--- src/rtl/tx_seq_pkg.sv ---
// Shared types for the transmit descriptor sequencer.
// Assumes: phase codes are fixed by the software-visible encoding.
package tx_seq_pkg;
    localparam int ST_W = 3;

    typedef enum logic [ST_W-1:0] {
        ST_HALT    = 3'b000,
        ST_FETCH   = 3'b001,
        ST_WAITEND = 3'b010,
        ST_READ    = 3'b011,
        ST_SUSP    = 3'b110,
        ST_CLOSE   = 3'b111
    } txst_e;

    typedef struct packed {
        logic done;
        logic unavail;
        logic halted;
    } txev_t;

    localparam int EV_W = $bits(txev_t);

    // True for the phases in which a stop is deferred to the close.
    function automatic logic is_active(input txst_e s);
        return (s == ST_FETCH) || (s == ST_READ) ||
               (s == ST_WAITEND) || (s == ST_CLOSE);
    endfunction
endpackage

--- src/rtl/tx_seq_stop_track.sv ---
// Remembers a stop command seen while a descriptor is being processed.
// Assumes: cleared exactly when the sequencer enters the halted phase.
module tx_seq_stop_track
    import tx_seq_pkg::*;
(
    input  logic  clk,
    input  logic  rst_n,
    input  logic  cmd_stop,
    input  txst_e cur,
    input  txst_e nxt,
    output logic  stop_eff
);
    logic pend_q;

    // Effective stop: remembered one or one arriving this cycle.
    always_comb begin
        stop_eff = pend_q | (cmd_stop & is_active(cur));
    end

    // Hold the pending stop until the halted phase is entered.
    always_ff @(posedge clk) begin
        if (!rst_n) begin
            pend_q <= 1'b0;
        end else begin
            pend_q <= stop_eff & (nxt != ST_HALT);
        end
    end
endmodule

--- src/rtl/tx_seq_next.sv ---
// Next-phase and event decode for the transmit sequencer.
// Assumes: handshake inputs are single-cycle and only honoured in their own phase.
module tx_seq_next
    import tx_seq_pkg::*;
(
    input  txst_e cur,
    input  logic  cmd_start,
    input  logic  cmd_stop,
    input  logic  stop_eff,
    input  logic  fetch_ack,
    input  logic  desc_own,
    input  logic  rd_done,
    input  logic  tx_end,
    input  logic  close_ack,
    output txst_e nxt,
    output txev_t ev
);
    // Select the following phase and the events that accompany it.
    always_comb begin
        nxt = cur;
        ev  = '0;
        unique case (cur)
            ST_HALT: begin
                if (cmd_start && !cmd_stop) nxt = ST_FETCH;
            end
            ST_FETCH: begin
                if (fetch_ack) begin
                    if (desc_own) begin
                        nxt = ST_READ;
                    end else if (stop_eff) begin
                        nxt       = ST_HALT;
                        ev.halted = 1'b1;
                    end else begin
                        nxt        = ST_SUSP;
                        ev.unavail = 1'b1;
                    end
                end
            end
            ST_READ: begin
                if (rd_done) nxt = ST_WAITEND;
            end
            ST_WAITEND: begin
                if (tx_end) nxt = ST_CLOSE;
            end
            ST_CLOSE: begin
                if (close_ack) begin
                    ev.done = 1'b1;
                    if (stop_eff) begin
                        nxt       = ST_HALT;
                        ev.halted = 1'b1;
                    end else begin
                        nxt = ST_FETCH;
                    end
                end
            end
            ST_SUSP: begin
                if (cmd_stop) begin
                    nxt       = ST_HALT;
                    ev.halted = 1'b1;
                end else if (cmd_start) begin
                    nxt = ST_FETCH;
                end
            end
            default: begin
                nxt = ST_HALT;
            end
        endcase
    end
endmodule

--- src/rtl/tx_seq_out.sv ---
// Phase register, event pulse registers and request decode.
// Assumes: events are registered so that they line up with the new phase code.
module tx_seq_out
    import tx_seq_pkg::*;
(
    input  logic            clk,
    input  logic            rst_n,
    input  txst_e           nxt,
    input  txev_t           ev,
    output txst_e           cur,
    output logic [ST_W-1:0] state_code,
    output logic            fetch_req,
    output logic            rd_req,
    output logic            close_req,
    output logic [EV_W-1:0] ev_q
);
    txst_e st_q;
    txev_t ev_r;

    // Register the phase and the one-cycle event flags.
    always_ff @(posedge clk) begin
        if (!rst_n) begin
            st_q <= ST_HALT;
            ev_r <= '0;
        end else begin
            st_q <= nxt;
            ev_r <= ev;
        end
    end

    // Decode the phase into the code and the level requests.
    always_comb begin
        cur        = st_q;
        state_code = st_q;
        fetch_req  = (st_q == ST_FETCH);
        rd_req     = (st_q == ST_READ);
        close_req  = (st_q == ST_CLOSE);
        ev_q       = ev_r;
    end
endmodule

--- src/rtl/tx_desc_seq.sv ---
// Top of the transmit descriptor sequencer: wires the stop tracker, the
// next-phase decode and the output registers together.
// Assumes: all inputs are synchronous to clk; reset is synchronous, active low.
module tx_desc_seq
    import tx_seq_pkg::*;
(
    input  logic            clk,
    input  logic            rst_n,
    input  logic            cmd_start,
    input  logic            cmd_stop,
    input  logic            fetch_ack,
    input  logic            desc_own,
    input  logic            rd_done,
    input  logic            tx_end,
    input  logic            close_ack,
    output logic [ST_W-1:0] state_code,
    output logic            fetch_req,
    output logic            rd_req,
    output logic            close_req,
    output logic            evt_tx_done,
    output logic            evt_buf_unavail,
    output logic            evt_stopped
);
    txst_e           cur;
    txst_e           nxt;
    txev_t           ev;
    logic            stop_eff;
    logic [EV_W-1:0] ev_q;
    txev_t           ev_o;

    tx_seq_stop_track u_stop (
        .clk      (clk),
        .rst_n    (rst_n),
        .cmd_stop (cmd_stop),
        .cur      (cur),
        .nxt      (nxt),
        .stop_eff (stop_eff)
    );

    tx_seq_next u_next (
        .cur       (cur),
        .cmd_start (cmd_start),
        .cmd_stop  (cmd_stop),
        .stop_eff  (stop_eff),
        .fetch_ack (fetch_ack),
        .desc_own  (desc_own),
        .rd_done   (rd_done),
        .tx_end    (tx_end),
        .close_ack (close_ack),
        .nxt       (nxt),
        .ev        (ev)
    );

    tx_seq_out u_out (
        .clk        (clk),
        .rst_n      (rst_n),
        .nxt        (nxt),
        .ev         (ev),
        .cur        (cur),
        .state_code (state_code),
        .fetch_req  (fetch_req),
        .rd_req     (rd_req),
        .close_req  (close_req),
        .ev_q       (ev_q)
    );

    // Unpack the registered events onto the named outputs.
    always_comb begin
        ev_o            = txev_t'(ev_q);
        evt_tx_done     = ev_o.done;
        evt_buf_unavail = ev_o.unavail;
        evt_stopped     = ev_o.halted;
    end
endmodule

--- config.mk ---
export PLATFORM = sky130hd
export DESIGN_NAME = tx_desc_seq
export DESIGN_NICKNAME = d
export VERILOG_FILES = /design/src/rtl/tx_seq_pkg.sv /design/src/rtl/tx_seq_stop_track.sv /design/src/rtl/tx_seq_next.sv /design/src/rtl/tx_seq_out.sv /design/src/rtl/tx_desc_seq.sv
export SDC_FILE = /design/constraint.sdc
export NUM_CORES = 1
export LEC_CHECK = 0
export BUFFER_PORTS_ARGS = -buffer_cell sky130_fd_sc_hd__clkbuf_2
export CAP_MARGIN = 20
export CORE_AREA = 2 2 39 41
export CTS_BUF_LIST = sky130_fd_sc_hd__clkbuf_8
export CTS_CLUSTER_SIZE = 24
export DETAILED_ROUTE_END_ITERATION = 7
export DIE_AREA = 0 0 41 43
export GPL_ROUTABILITY_DRIVEN = 0
export GPL_TIMING_DRIVEN = 0
export MAX_ROUTING_LAYER = met4
export PLACE_DENSITY = 0.66
export SLEW_MARGIN = 20
export SYNTH_ARGS = -nofsm -noshare
export SYNTH_HDL_FRONTEND = slang
export SYNTH_SLANG_ARGS = --single-unit
--- constraint.sdc ---
create_clock -name clk -period 1.2 [get_ports clk]
set_input_delay 0.06 -clock clk [delete_from_list [all_inputs] [get_ports clk]]
set_output_delay 0.06 -clock clk [all_outputs]
set_load 0.005 [all_outputs]
Word level (Yosys, flattened, before mapping):

Cells that the tools add are included.

* equal/unequal tests: 5
* mux-type cells: 19
* bitwise operators: 6
* reductions and logical operators: 9

Operators by type and width (count)
* $mux 3: 9
* $pmux 3 s6: 1
* $mux 1: 8
* $eq 3x2->1 const B: 2
* $eq 3x3->1 const B: 2
* $reduce_or 4->1: 1
* $eq 3x1->1 const B: 1
* $logic_not 3->1: 1
* $logic_or 1x1->1: 3
* $not 1->1: 3
* $pmux 1 s3: 1
* $reduce_bool 3->1: 1
* $and 1x1->1: 2
* $reduce_and 2->1: 1
* $logic_and 1x1->1: 1
* $logic_not 1->1: 1
* $or 1x1->1: 1

* register bits after elaboration: 7
* input bits: 9
* output and inout port bits: 9
* logic and storage cells: 44

Longest topological paths before layout:

Gate-level depths: netlist (run 1).

* depth in word-level cells: 12
* mapped depth: 5
* gate-level depth less buffers: 4

Hierarchy:

From an unflattened synthesis (run 1), not the netlist that was laid out.

* cell total of the unflattened synthesis: 53
* area total of the unflattened synthesis: 454.2 um^2

Modules (own cells, without submodules)
* tx_seq_out: instances 1, cells an instance 18, area an instance 207.7 um^2, seq. area each 120.1 um^2
* tx_seq_next: instances 1, cells an instance 29, area an instance 190.2 um^2, seq. area each 0.0 um^2
* tx_seq_stop_track: instances 1, cells an instance 6, area an instance 56.3 um^2, seq. area each 20.0 um^2

Least setup slack after synthesis (run 1):

No wires, ideal clock.

* kind: register to register
* from: register u_out.st_q[1] (netlist: u_out.cur[1])
* to: register u_stop.pend_q
* setup time: 0.137 ns
* arrival: 1.215 ns
* required time: 1.063 ns
* setup slack: -0.153 ns
* stages on the path, launching flop included: 5
* buffers on the path: 1
* period minus slack after synthesis: 1.353 ns
* cell sequence: dfxtp_1 > clkbuf_1 > a21oi_1 > a221oi_1 > a211oi_2

* longest elaborated chain between the ends: 12
* elaborated cells on any way between the ends: 24
* those cells by class: eq/ne: 5; mux: 11; bitwise: 3; reduce/logical: 5

RTL lines
* from (decl): line tx_seq_out.sv:17 `txst_e st_q;`
* from (signal assigned): line tx_seq_out.sv:26 `st_q <= nxt;`
* $eq 3x1->1 / $eq 3x2->1 (equally long branches): line tx_seq_pkg.sv:25, tx_seq_next.sv:22
* $logic_or 1x1->1 (2 in series): line tx_seq_pkg.sv:25 `return (s == ST_FETCH) || (s == ST_READ) ||`
* $logic_or 1x1->1: line tx_seq_pkg.sv:26 `(s == ST_WAITEND) || (s == ST_CLOSE);`
* $and 1x1->1: line tx_seq_stop_track.sv:17 `stop_eff = pend_q | (cmd_stop & is_active(cur));`
* $or 1x1->1: line tx_seq_stop_track.sv:17
* $mux 3: line tx_seq_next.sv:30 `end else if (stop_eff) begin`
* $mux 3: line tx_seq_next.sv:28 `if (desc_own) begin`
* $mux 3: line tx_seq_next.sv:27 `if (fetch_ack) begin`
* $pmux 3 s6: line tx_seq_next.sv:22 `unique case (cur)`
* $reduce_bool 3->1: line tx_seq_stop_track.sv:25 `pend_q <= stop_eff & (nxt != ST_HALT);`
* $and 1x1->1 (*): line tx_seq_stop_track.sv:25
* to (signal assigned): line tx_seq_stop_track.sv:25
* to (decl): line tx_seq_stop_track.sv:13 `logic pend_q;`

Mark *: on every way between the ends. The rest lies on a longest branch, timed or not.
A chain may end at the register's enable or synchronous reset.

Final worst setup path (run 1):

Ends and elaborated chain as after synthesis.

==> results of run 1 <==
-- final timing paths --
| kind | endpoint | cells past startpoint | start |
|---|---|---|---|
| setup reg to reg | u_stop.pend_q$_SDFF_PN0_ | 4 | u_out.cur[1]$_SDFF_PN0_ |
| setup / recovery | u_stop.pend_q$_SDFF_PN0_ | 4 | u_out.cur[1]$_SDFF_PN0_ |
| hold / removal | u_out.ev_q[1]$_SDFF_PP0_ | 2 | rst_n |
| hold reg to reg | u_stop.pend_q$_SDFF_PN0_ | 2 | u_stop.pend_q$_SDFF_PN0_ |
-- through the flow --
stage,power (mW),worst slack [ns]
detailed placement,0.365,-0.199
CTS,0.714,-0.168
global placement,0.364,-0.201
global route,0.763,-0.223
finish,0.729,-0.170
floorplan,0.325,-0.0852
-- per-layer routing --
layer | global-route usage (%) | vias up
met5 | - | -
met4 | 6.00 | 0
met3 | 7.85 | 4
met2 | 21.6 | 14
met1 | 16.5 | 214
li1 | - | 230
-- cell type report --
type | instances | area share, %
Multi-Input combinational cell | 38 | 47.3
Tap cell | 16 | 3.13
Clock buffer | 3 | 6.45
Buffer | 4 | 6.45
Inverter | 2 | 1.17
Sequential cell | 7 | 22.5
Clock inverter | 1 | 0.586
Timing Repair Buffer | 16 | 12.5
-- sequential cells by signal (all words and copies together) (netlist names) --
signal         flops
u_out.ev_q         3
u_stop.pend_q      1
u_out.cur          3
-- cell usage in the layout (no fill, tap or decap), drive strengths merged --
| master | netlist | layout |
|---|---|---|
| a211oi | 1 | 1 |
| a21oi | 4 | 4 |
| a221oi | 1 | 1 |
| a31oi | 2 | 2 |
| a32oi | 1 | 1 |
| and3 | 4 | 4 |
| buf | 2 | 3 |
| clkbuf | 2 | 20 |
| dfxtp | 7 | 7 |
| inv | 2 | 3 |
| maj3 | 1 | 1 |
| nand2 | 2 | 2 |
| nand2b | 1 | 1 |
| nand3 | 1 | 1 |
| nand3b | 1 | 1 |
| nand4b | 1 | 1 |
| nor2 | 4 | 4 |
| nor2b | 1 | 1 |
| nor3 | 2 | 2 |
| nor4b | 2 | 2 |
| o21a | 1 | 1 |
| o21ai | 3 | 3 |
| o21bai | 2 | 2 |
| o22ai | 1 | 1 |
| or3b | 1 | 1 |
| or4b | 1 | 1 |
-- repair_timing --
action | CTS | global route
endpoints found under the setup margin | 8 | 8
gates resized for setup | 8 | 11
pin swaps | 2 | 2
-- power breakdown --
| group | switching (mW) | total (mW) | internal (mW) | leakage, nW |
|---|---|---|---|---|
| clock | 0.110 | 0.332 | 0.222 | 0.0269 |
| sequential | 0.00995 | 0.252 | 0.242 | 0.0580 |
| combinational | 0.0710 | 0.145 | 0.0735 | 0.192 |
| total | 0.191 | 0.729 | 0.538 | 0.277 |
-- cell families after synthesis --
group | count (synthesis)
AOI/OAI and AO/OA | 16
adders and majority gates | 1
DFF | 7
buffers and inverters | 6
and+or+nand+nor | 21
==> impl_metrics.py, run 1 <==
metrics = {
    "finish": {
        "design_area_um2": 641,
        "diodes": 0,
        "fin_nets": 81,
        "area_delta_synth_final_pct": 54.2,
        "nFillCells": 144,
        "drive_gt1_share_pct": 49.3,
        "finalNonFillerCells": 87,
        "multi_input_comb_area_um2": 303,
        "final_core_util_pct": 46.3,
        "regArea_um2": 144,
    },
    "logic_synthesis": {
        "synth_seq_cells": 7,
        "avgSynthCellArea_um2": 8.15,
        "netlist_area_um2": 415,
        "synth.most_common_cell": "dfxtp_1",
        "synth_compound_area_share_pct": 25.6,
        "syn-num-nets": 60,
        "ys_types": 27,
        "synth_common_cells": "dfxtp_1, a21oi_1, and3_1, nor2_1, o21ai_0",
        "netlist_instances": 51,
        "yosysTopAreaCellShare_pct": 33.7,
        "synth-edff-count": 0,
        "async_reset_ff_share_pct": 0,
        "dominantRegCellSynth": "dfxtp_1",
        "seq_area_frac_synth_pct": 33.7,
        "synth_area_leaders": "dfxtp_1, and3_1, a21oi_1",
        "synth_top_cell_by_area": "dfxtp_1",
        "synthAdderAreaFrac_pct": 2.41,
        "synth-xor-area-share_pct": 0,
        "synthMuxAreaShare_pct": 0,
        "synth_top_family_by_area": "simple AND/OR/NAND/NOR gates",
        "yosys_warnings": 0,
        "synthSimpleGateAreaFrac_pct": 30.7,
    },
    "placed_design": {
        "placed_cell_area_um2": 527,
        "place_inst": 83,
        "portBuffers": 16,
        "hpwlAfterDp_um": 791,
    },
    "flow_run": {
        "drv_cap": 0,
    },
    "grt": {
        "grt_max_degree": 11,
        "grt_pass1_wl_mm": 1.68,
        "grt_pass1_vias": 391,
        "grt_antenna_before_repair": 0,
        "overflow": 0,
        "grtUsageTotal_pct": 14.8,
    },
    "worst_setup_path": {
        "worst_ep_arrival_time_ns": 1.52,
        "endpoint_kind": "register",
        "reg2reg_slack_ns": -0.17,
        "path_class": "reg2reg",
        "cp-start-kind": "register",
        "path_cells": "or4b_4, a31oi_4, a221oi_4, a211oi_2",
        "critPathTopFamily": "simple AND/OR/NAND/NOR gates",
        "crit_slowest_cell": "or4b_4",
        "max_stage_delay_ns": 0.55,
        "cp_max_fo": 6,
        "cp.required_ns": 1.35,
        "crit_buf_inv": 0,
    },
    "clock_tree": {
        "post_cts_buffers": 0,
        "cts_inserted_buffers": 3,
        "numClockSinks": 7,
        "path_clk_slew_ns": 0.04,
        "clk_latency_ns": 0.23,
        "htreeDepth": 1,
        "cts_root_buffer": "clkbuf_8",
        "clock_path_buffers": 2,
        "ctsHoldBuffers": 0,
        "cts_tree": "done",
    },
    "timing": {
        "slew_violations": 0,
        "whs_ns": 0.0959,
        "hold_viol_final": 0,
        "finalCritPeriodShare_pct": 114,
        "tns_ns": -0.356,
        "post-route-min-period_ns": 1.37,
        "setup_ws_ns": -0.170,
        "worst_clock_skew_ns": 0.00256,
        "worst-slew-pin-transition_ns": 0.300,
        "finalSetupViolations": 4,
        "relSlewSlack_pct": 79.8,
        "clock.fmax_mhz": 730,
        "rsz0062_at_grt": "true",
    },
    "die": {
        "core_area_um2": 1380,
        "dieArea_um2": 1760,
        "die_w_um": 41,
        "num_io_pins": 18,
        "row_count": 14,
        "die_h_um": 43,
        "start_util_pct": 30.0,
    },
    "routing": {
        "drt_pass1_iterations": 4,
        "routed.top_layer": "met4",
        "first_iter_violations": 8,
        "wl_met3_um": 69,
        "post_drt_via_cell_ratio": 5.31,
        "wl_mm": 1.08,
        "vias": 462,
        "m1WireLength_um": 451,
        "ant_nets": 0,
        "wire_per_inst_um": 12.4,
        "wl_met2_um": 540,
        "drc_errors": 0,
    },
    "power_and_ir_drop": {
        "peakVddDrop_mv": 0.536,
        "power_density_nw_per_um2": 1140,
        "p_leak_nw": 0.277,
    },
    "outcome": {
        "status": "finished with violations",
        "violations": "setup timing",
    },
    "worst_hold_path": {
        "hold_class": "in2reg",
    },
}
No activity file was read; power rests on OpenSTA's default activity.
==> inputs of run 2 (changes only) <==
--- a/config.mk
+++ b/config.mk
@@ -16,6 +16,7 @@
 export GPL_TIMING_DRIVEN = 0
 export MAX_ROUTING_LAYER = met4
 export PLACE_DENSITY = 0.66
+export SETUP_SLACK_MARGIN = 0.15
 export SLEW_MARGIN = 20
 export SYNTH_ARGS = -nofsm -noshare
 export SYNTH_HDL_FRONTEND = slang
==> impl_metrics.py, run 2 (same netlist as run 1, synthesis figures left out) <==
metrics = {
    "outcome": {
        "status": "finished with violations",
        "violations": "setup timing",
    },
    "placed_design": {
        "dp_slack_ns": -0.200,
        "hpwlAfterDp_um": 787,
        "portBuffers": 16,
    },
    "clock_tree": {
        "htreeDepth": 1,
        "cts_inserted_buffers": 3,
        "numClockSinks": 7,
        "ctsHoldBuffers": 0,
        "clock_path_buffers": 2,
        "clk_latency_ns": 0.22,
        "path_clk_slew_ns": 0.04,
        "cts_tree": "done",
        "cts_root_buffer": "clkbuf_8",
    },
    "finish": {
        "final_cell_mix": "clkbuf_2, clkbuf_8, and3_1, a21oi_1, dfxtp_1",
        "diodes": 0,
        "area_delta_synth_final_pct": 54.8,
        "final_core_util_pct": 46.5,
        "drive_gt1_share_pct": 48.0,
        "final_common_cell": "clkbuf_2",
        "fin_nets": 85,
    },
    "power_and_ir_drop": {
        "p_int_mw": 0.533,
        "combPwrFrac_pct": 19.6,
        "total_power_mw": 0.710,
        "power_density_nw_per_um2": 1100,
        "p_leak_nw": 0.295,
        "power_frac_seq_pct": 35.7,
        "peakVddDrop_mv": 0.685,
        "p_sw_share_pct": 24.9,
        "power_frac_clock_pct": 44.8,
        "p_switching_mw": 0.177,
    },
    "grt": {
        "grt_pass1_wl_mm": 1.90,
        "grt_pass1_vias": 432,
        "grtUsageTotal_pct": 16.6,
        "grt_max_degree": 11,
        "grt_antenna_before_repair": 0,
        "overflow": 0,
    },
    "routing": {
        "drc_errors": 0,
        "wire_per_inst_um": 13.0,
        "ant_nets": 0,
        "wl_mm": 1.18,
        "vias": 477,
        "post_drt_via_cell_ratio": 5.24,
        "first_iter_violations": 7,
        "drt_pass1_iterations": 4,
    },
    "timing": {
        "worst-slew-pin-transition_ns": 0.319,
        "worst_clock_skew_ns": 0.00104,
        "relSlewSlack_pct": 78.7,
        "tns_ns": -0.366,
        "finalSetupViolations": 4,
        "finalCritPeriodShare_pct": 114,
        "post-route-min-period_ns": 1.36,
        "clock.fmax_mhz": 734,
        "setup_ws_ns": -0.162,
        "slew_violations": 0,
        "whs_ns": 0.100,
        "hold_viol_final": 0,
        "rsz0062_at_grt": "true",
    },
    "worst_hold_path": {
        "min_to": "u_out.ev_q[2]$_SDFF_PN0_",
        "hold_class": "in2reg",
        "holdPathStages": 2,
        "min_from": "rst_n",
    },
    "worst_setup_path": {
        "path_cells": "or3b_4, a221oi_2, a211oi_2",
        "max_stage_delay_ns": 0.41,
        "r2r-start": "u_out.cur[1]$_SDFF_PN0_",
        "reg2reg_slack_ns": -0.16,
        "path_class": "reg2reg",
        "worst-r2r-cell-count": 3,
        "endpoint_kind": "register",
        "cp_max_fo": 6,
        "crit_slowest_cell": "or3b_4",
        "cp.required_ns": 1.29,
        "worst_ep_arrival_time_ns": 1.46,
        "cp-start-kind": "register",
        "r2r_end": "u_stop.pend_q$_SDFF_PN0_",
    },
    "die": {
        "num_io_pins": 18,
        "dieArea_um2": 1760,
        "die_h_um": 43,
        "row_count": 14,
        "die_w_um": 41,
        "start_util_pct": 30.0,
        "core_area_um2": 1380,
    },
    "flow_run": {
        "drv_cap": 0,
    },
}
==> run 2: cell types whose count changed in the layout (fill, tap and decap cells not counted), sizes merged <==
cell,change
clkbuf,+2
buf,+2
==> run 2: worst max-delay path by stage <==
stage | from | to | slack [ns] | depth (start not counted)
final | u_out.cur[1]$_SDFF_PN0_ | u_stop.pend_q$_SDFF_PN0_ | -0.16 | 3
after detailed placement | u_out.cur[0]$_SDFF_PN0_ | u_stop.pend_q$_SDFF_PN0_ | -0.20 | 5
after CTS | u_out.cur[1]$_SDFF_PN0_ | u_stop.pend_q$_SDFF_PN0_ | -0.17 | 4
after global routing | u_out.cur[1]$_SDFF_PN0_ | u_stop.pend_q$_SDFF_PN0_ | -0.20 | 4
after floorplan | u_out.cur[1]$_SDFF_PN0_ | u_stop.pend_q$_SDFF_PN0_ | -0.09 | 4
after global placement | u_out.cur[0]$_SDFF_PN0_ | u_stop.pend_q$_SDFF_PN0_ | -0.20 | 5
==> run 2: what timing repair did <==
action | in CTS | in global routing
cloned | 2 | 0
pin swaps | 3 | 1
setup buffers | 2 | 0
resized for setup | 13 | 0
setup endpoints to repair | 10 | 8
==> run 2: critical path: cells and delay by family (launching register included) <==
kind               cells  cell delay [ns]
AOI/OAI and AO/OA      2             0.49
DFF                    1             0.33
and+or+nand+nor        1             0.41
==> run 2: area by class of cell <==
type / instances / area (um2)
Clock buffer: 3 / 41.3
Timing Repair Buffer: 20 / 108
Inverter: 2 / 7.51
Tap cell: 16 / 20.0
Sequential cell: 7 / 144
Buffer: 4 / 43.8
Multi-Input combinational cell: 38 / 275
Clock inverter: 1 / 3.75
Fill cell: 146 / 741
==> run 2: layer usage <==
layer / wire length (um) / track usage, % / part of all wire [%]
met3: 94 / 8.38 / 8.0
met2: 608 / 23.8 / 52
met4: 0 / 5.33 / 0
met1: 475 / 19.9 / 40
met5: 0 / - / 0
==> run 2: power groups by stage <==
stage,clock (mW),combinational [mW],sequential (mW)
finish,0.318,0.139,0.253
CTS,0.328,0.137,0.253
detailed placement,0,0.112,0.253
floorplan,0,0.0738,0.252
global route,0.343,0.150,0.254
global placement,0,0.111,0.252
==> run 2: stage by stage <==
stage | area (um2) | std cells
6_report | 643 | 91
5_1_grt | 643 | 91
4_1_cts | 643 | 91
3_5_place_dp | 527 | 83
3_3_place_gp | 527 | 83
2_1_floorplan | 427 | 51
==> inputs of run 3 (changes only) <==
--- a/config.mk
+++ b/config.mk
@@ -14,8 +14,10 @@
 export DIE_AREA = 0 0 41 43
 export GPL_ROUTABILITY_DRIVEN = 0
 export GPL_TIMING_DRIVEN = 0
+export HOLD_SLACK_MARGIN = 0.02
 export MAX_ROUTING_LAYER = met4
 export PLACE_DENSITY = 0.66
+export RECOVER_POWER = 25
 export SETUP_SLACK_MARGIN = 0.15
 export SLEW_MARGIN = 20
 export SYNTH_ARGS = -nofsm -noshare
==> impl_metrics.py, run 3 (same netlist as run 1, synthesis figures left out) <==
metrics = {
    "timing": {
        "whs_ns": 0.100,
        "relSlewSlack_pct": 78.8,
        "worst-slew-pin-transition_ns": 0.317,
        "worst_clock_skew_ns": 0.00109,
        "slew_violations": 0,
        "setup_ws_ns": -0.161,
        "hold_viol_final": 0,
        "clock.fmax_mhz": 735,
        "post-route-min-period_ns": 1.36,
        "finalSetupViolations": 4,
        "rsz0062_at_grt": "true",
        "finalCritPeriodShare_pct": 113,
    },
    "outcome": {
        "violations": "setup timing",
        "status": "finished with violations",
    },
    "placed_design": {
        "place_inst": 83,
        "portBuffers": 16,
        "hpwlAfterDp_um": 787,
        "dp_slack_ns": -0.200,
    },
    "routing": {
        "wl_mm": 1.17,
        "drc_errors": 0,
        "ant_nets": 0,
        "first_iter_violations": 7,
        "post_drt_via_cell_ratio": 5.18,
        "vias": 471,
        "drt_pass1_iterations": 5,
        "wire_per_inst_um": 12.9,
    },
    "clock_tree": {
        "cts_root_buffer": "clkbuf_8",
        "clock_path_buffers": 2,
        "cts_tree": "done",
        "path_clk_slew_ns": 0.04,
        "clk_latency_ns": 0.22,
        "cts_inserted_buffers": 3,
        "htreeDepth": 1,
        "numClockSinks": 7,
        "ctsHoldBuffers": 0,
    },
    "finish": {
        "drive_gt1_share_pct": 45.3,
        "finalNonFillerCells": 91,
        "final_common_cell": "clkbuf_2",
        "area_delta_synth_final_pct": 54.2,
        "final_core_util_pct": 46.3,
        "nFillCells": 148,
        "fin_nets": 85,
        "diodes": 0,
        "final_cell_mix": "clkbuf_2, clkbuf_8, and3_1, a21oi_1, dfxtp_1",
    },
    "grt": {
        "grt_use_met3_pct": 8.38,
        "busiest_layer": "met2",
        "grt_pass1_vias": 432,
        "grtUsageTotal_pct": 16.6,
        "grt_max_degree": 11,
        "overflow": 0,
        "use_met2_pct": 23.8,
        "grt_antenna_before_repair": 0,
        "grt_pass1_wl_mm": 1.90,
        "use_met1_pct": 19.9,
    },
    "worst_setup_path": {
        "cp-start-kind": "register",
        "endpoint_kind": "register",
        "worst_ep_arrival_time_ns": 1.45,
        "critPathTopFamily": "compound AO/OA/AOI/OAI gates",
        "max_stage_delay_ns": 0.41,
        "crit_slowest_cell": "or3b_4",
        "path_cells": "or3b_4, a221oi_2, a211oi_2",
        "reg2reg_slack_ns": -0.16,
        "cp_max_fo": 6,
        "crit_buf_inv": 0,
        "cp.required_ns": 1.29,
        "path_class": "reg2reg",
    },
    "die": {
        "die_h_um": 43,
        "num_io_pins": 18,
        "dieArea_um2": 1760,
        "die_w_um": 41,
        "core_area_um2": 1380,
        "start_util_pct": 30.0,
        "row_count": 14,
    },
    "power_and_ir_drop": {
        "power_density_nw_per_um2": 1110,
        "peakVddDrop_mv": 0.685,
        "p_leak_nw": 0.289,
        "total_power_mw": 0.710,
    },
    "worst_hold_path": {
        "hold_class": "in2reg",
    },
    "flow_run": {
        "drv_cap": 0,
    },
}
[run 3: final cells by class]
type                    instances  area (um2)  area share [%]
inverters                       2        7.51            1.17
clock inverters                 1        3.75           0.586
clock buffers                   3        41.3            6.45
multi-input cells              38         275            43.0
plain buffers                   4        43.8            6.84
flip-flops and latches          7         144            22.5
well taps                      16        20.0            3.13
repair buffers                 20         105            16.4
[run 3: routing by layer]
layer / wire length [um] / vias to the layer above
li1: - / 238
met5: 0 / -
met1: 484 / 216
met2: 597 / 17
met4: 0 / 0
met3: 92 / 0
[run 3: report_power, final]
group	internal [mW]	switching (mW)
clock network	0.221	0.0972
registers	0.242	0.0106
logic	0.0697	0.0690
total	0.533	0.177
[run 3: repair_timing]
action,4_1_cts,5_1_grt
pin swaps,3,1
gates cloned,2,0
gates resized for setup,13,0
setup buffers,2,0
endpoints found under the setup margin,10,8
[run 3: path summary, 6_finish.rpt]
kind / depth (start not counted) / startpoint / endpoint
max reg2reg: 3 / u_out.cur[1]$_SDFF_PN0_ / u_stop.pend_q$_SDFF_PN0_
min reg2reg: 2 / u_stop.pend_q$_SDFF_PN0_ / u_stop.pend_q$_SDFF_PN0_
min: 2 / rst_n / u_out.ev_q[2]$_SDFF_PN0_
max: 3 / u_out.cur[1]$_SDFF_PN0_ / u_stop.pend_q$_SDFF_PN0_
[run 3: per-stage QoR]
step,area [um2],TNS [ns]
floorplan,427,-0.0949
detailed placement,527,-0.584
finish,641,-0.361
global route,641,-0.596
CTS,643,-0.408
global placement,527,-0.554
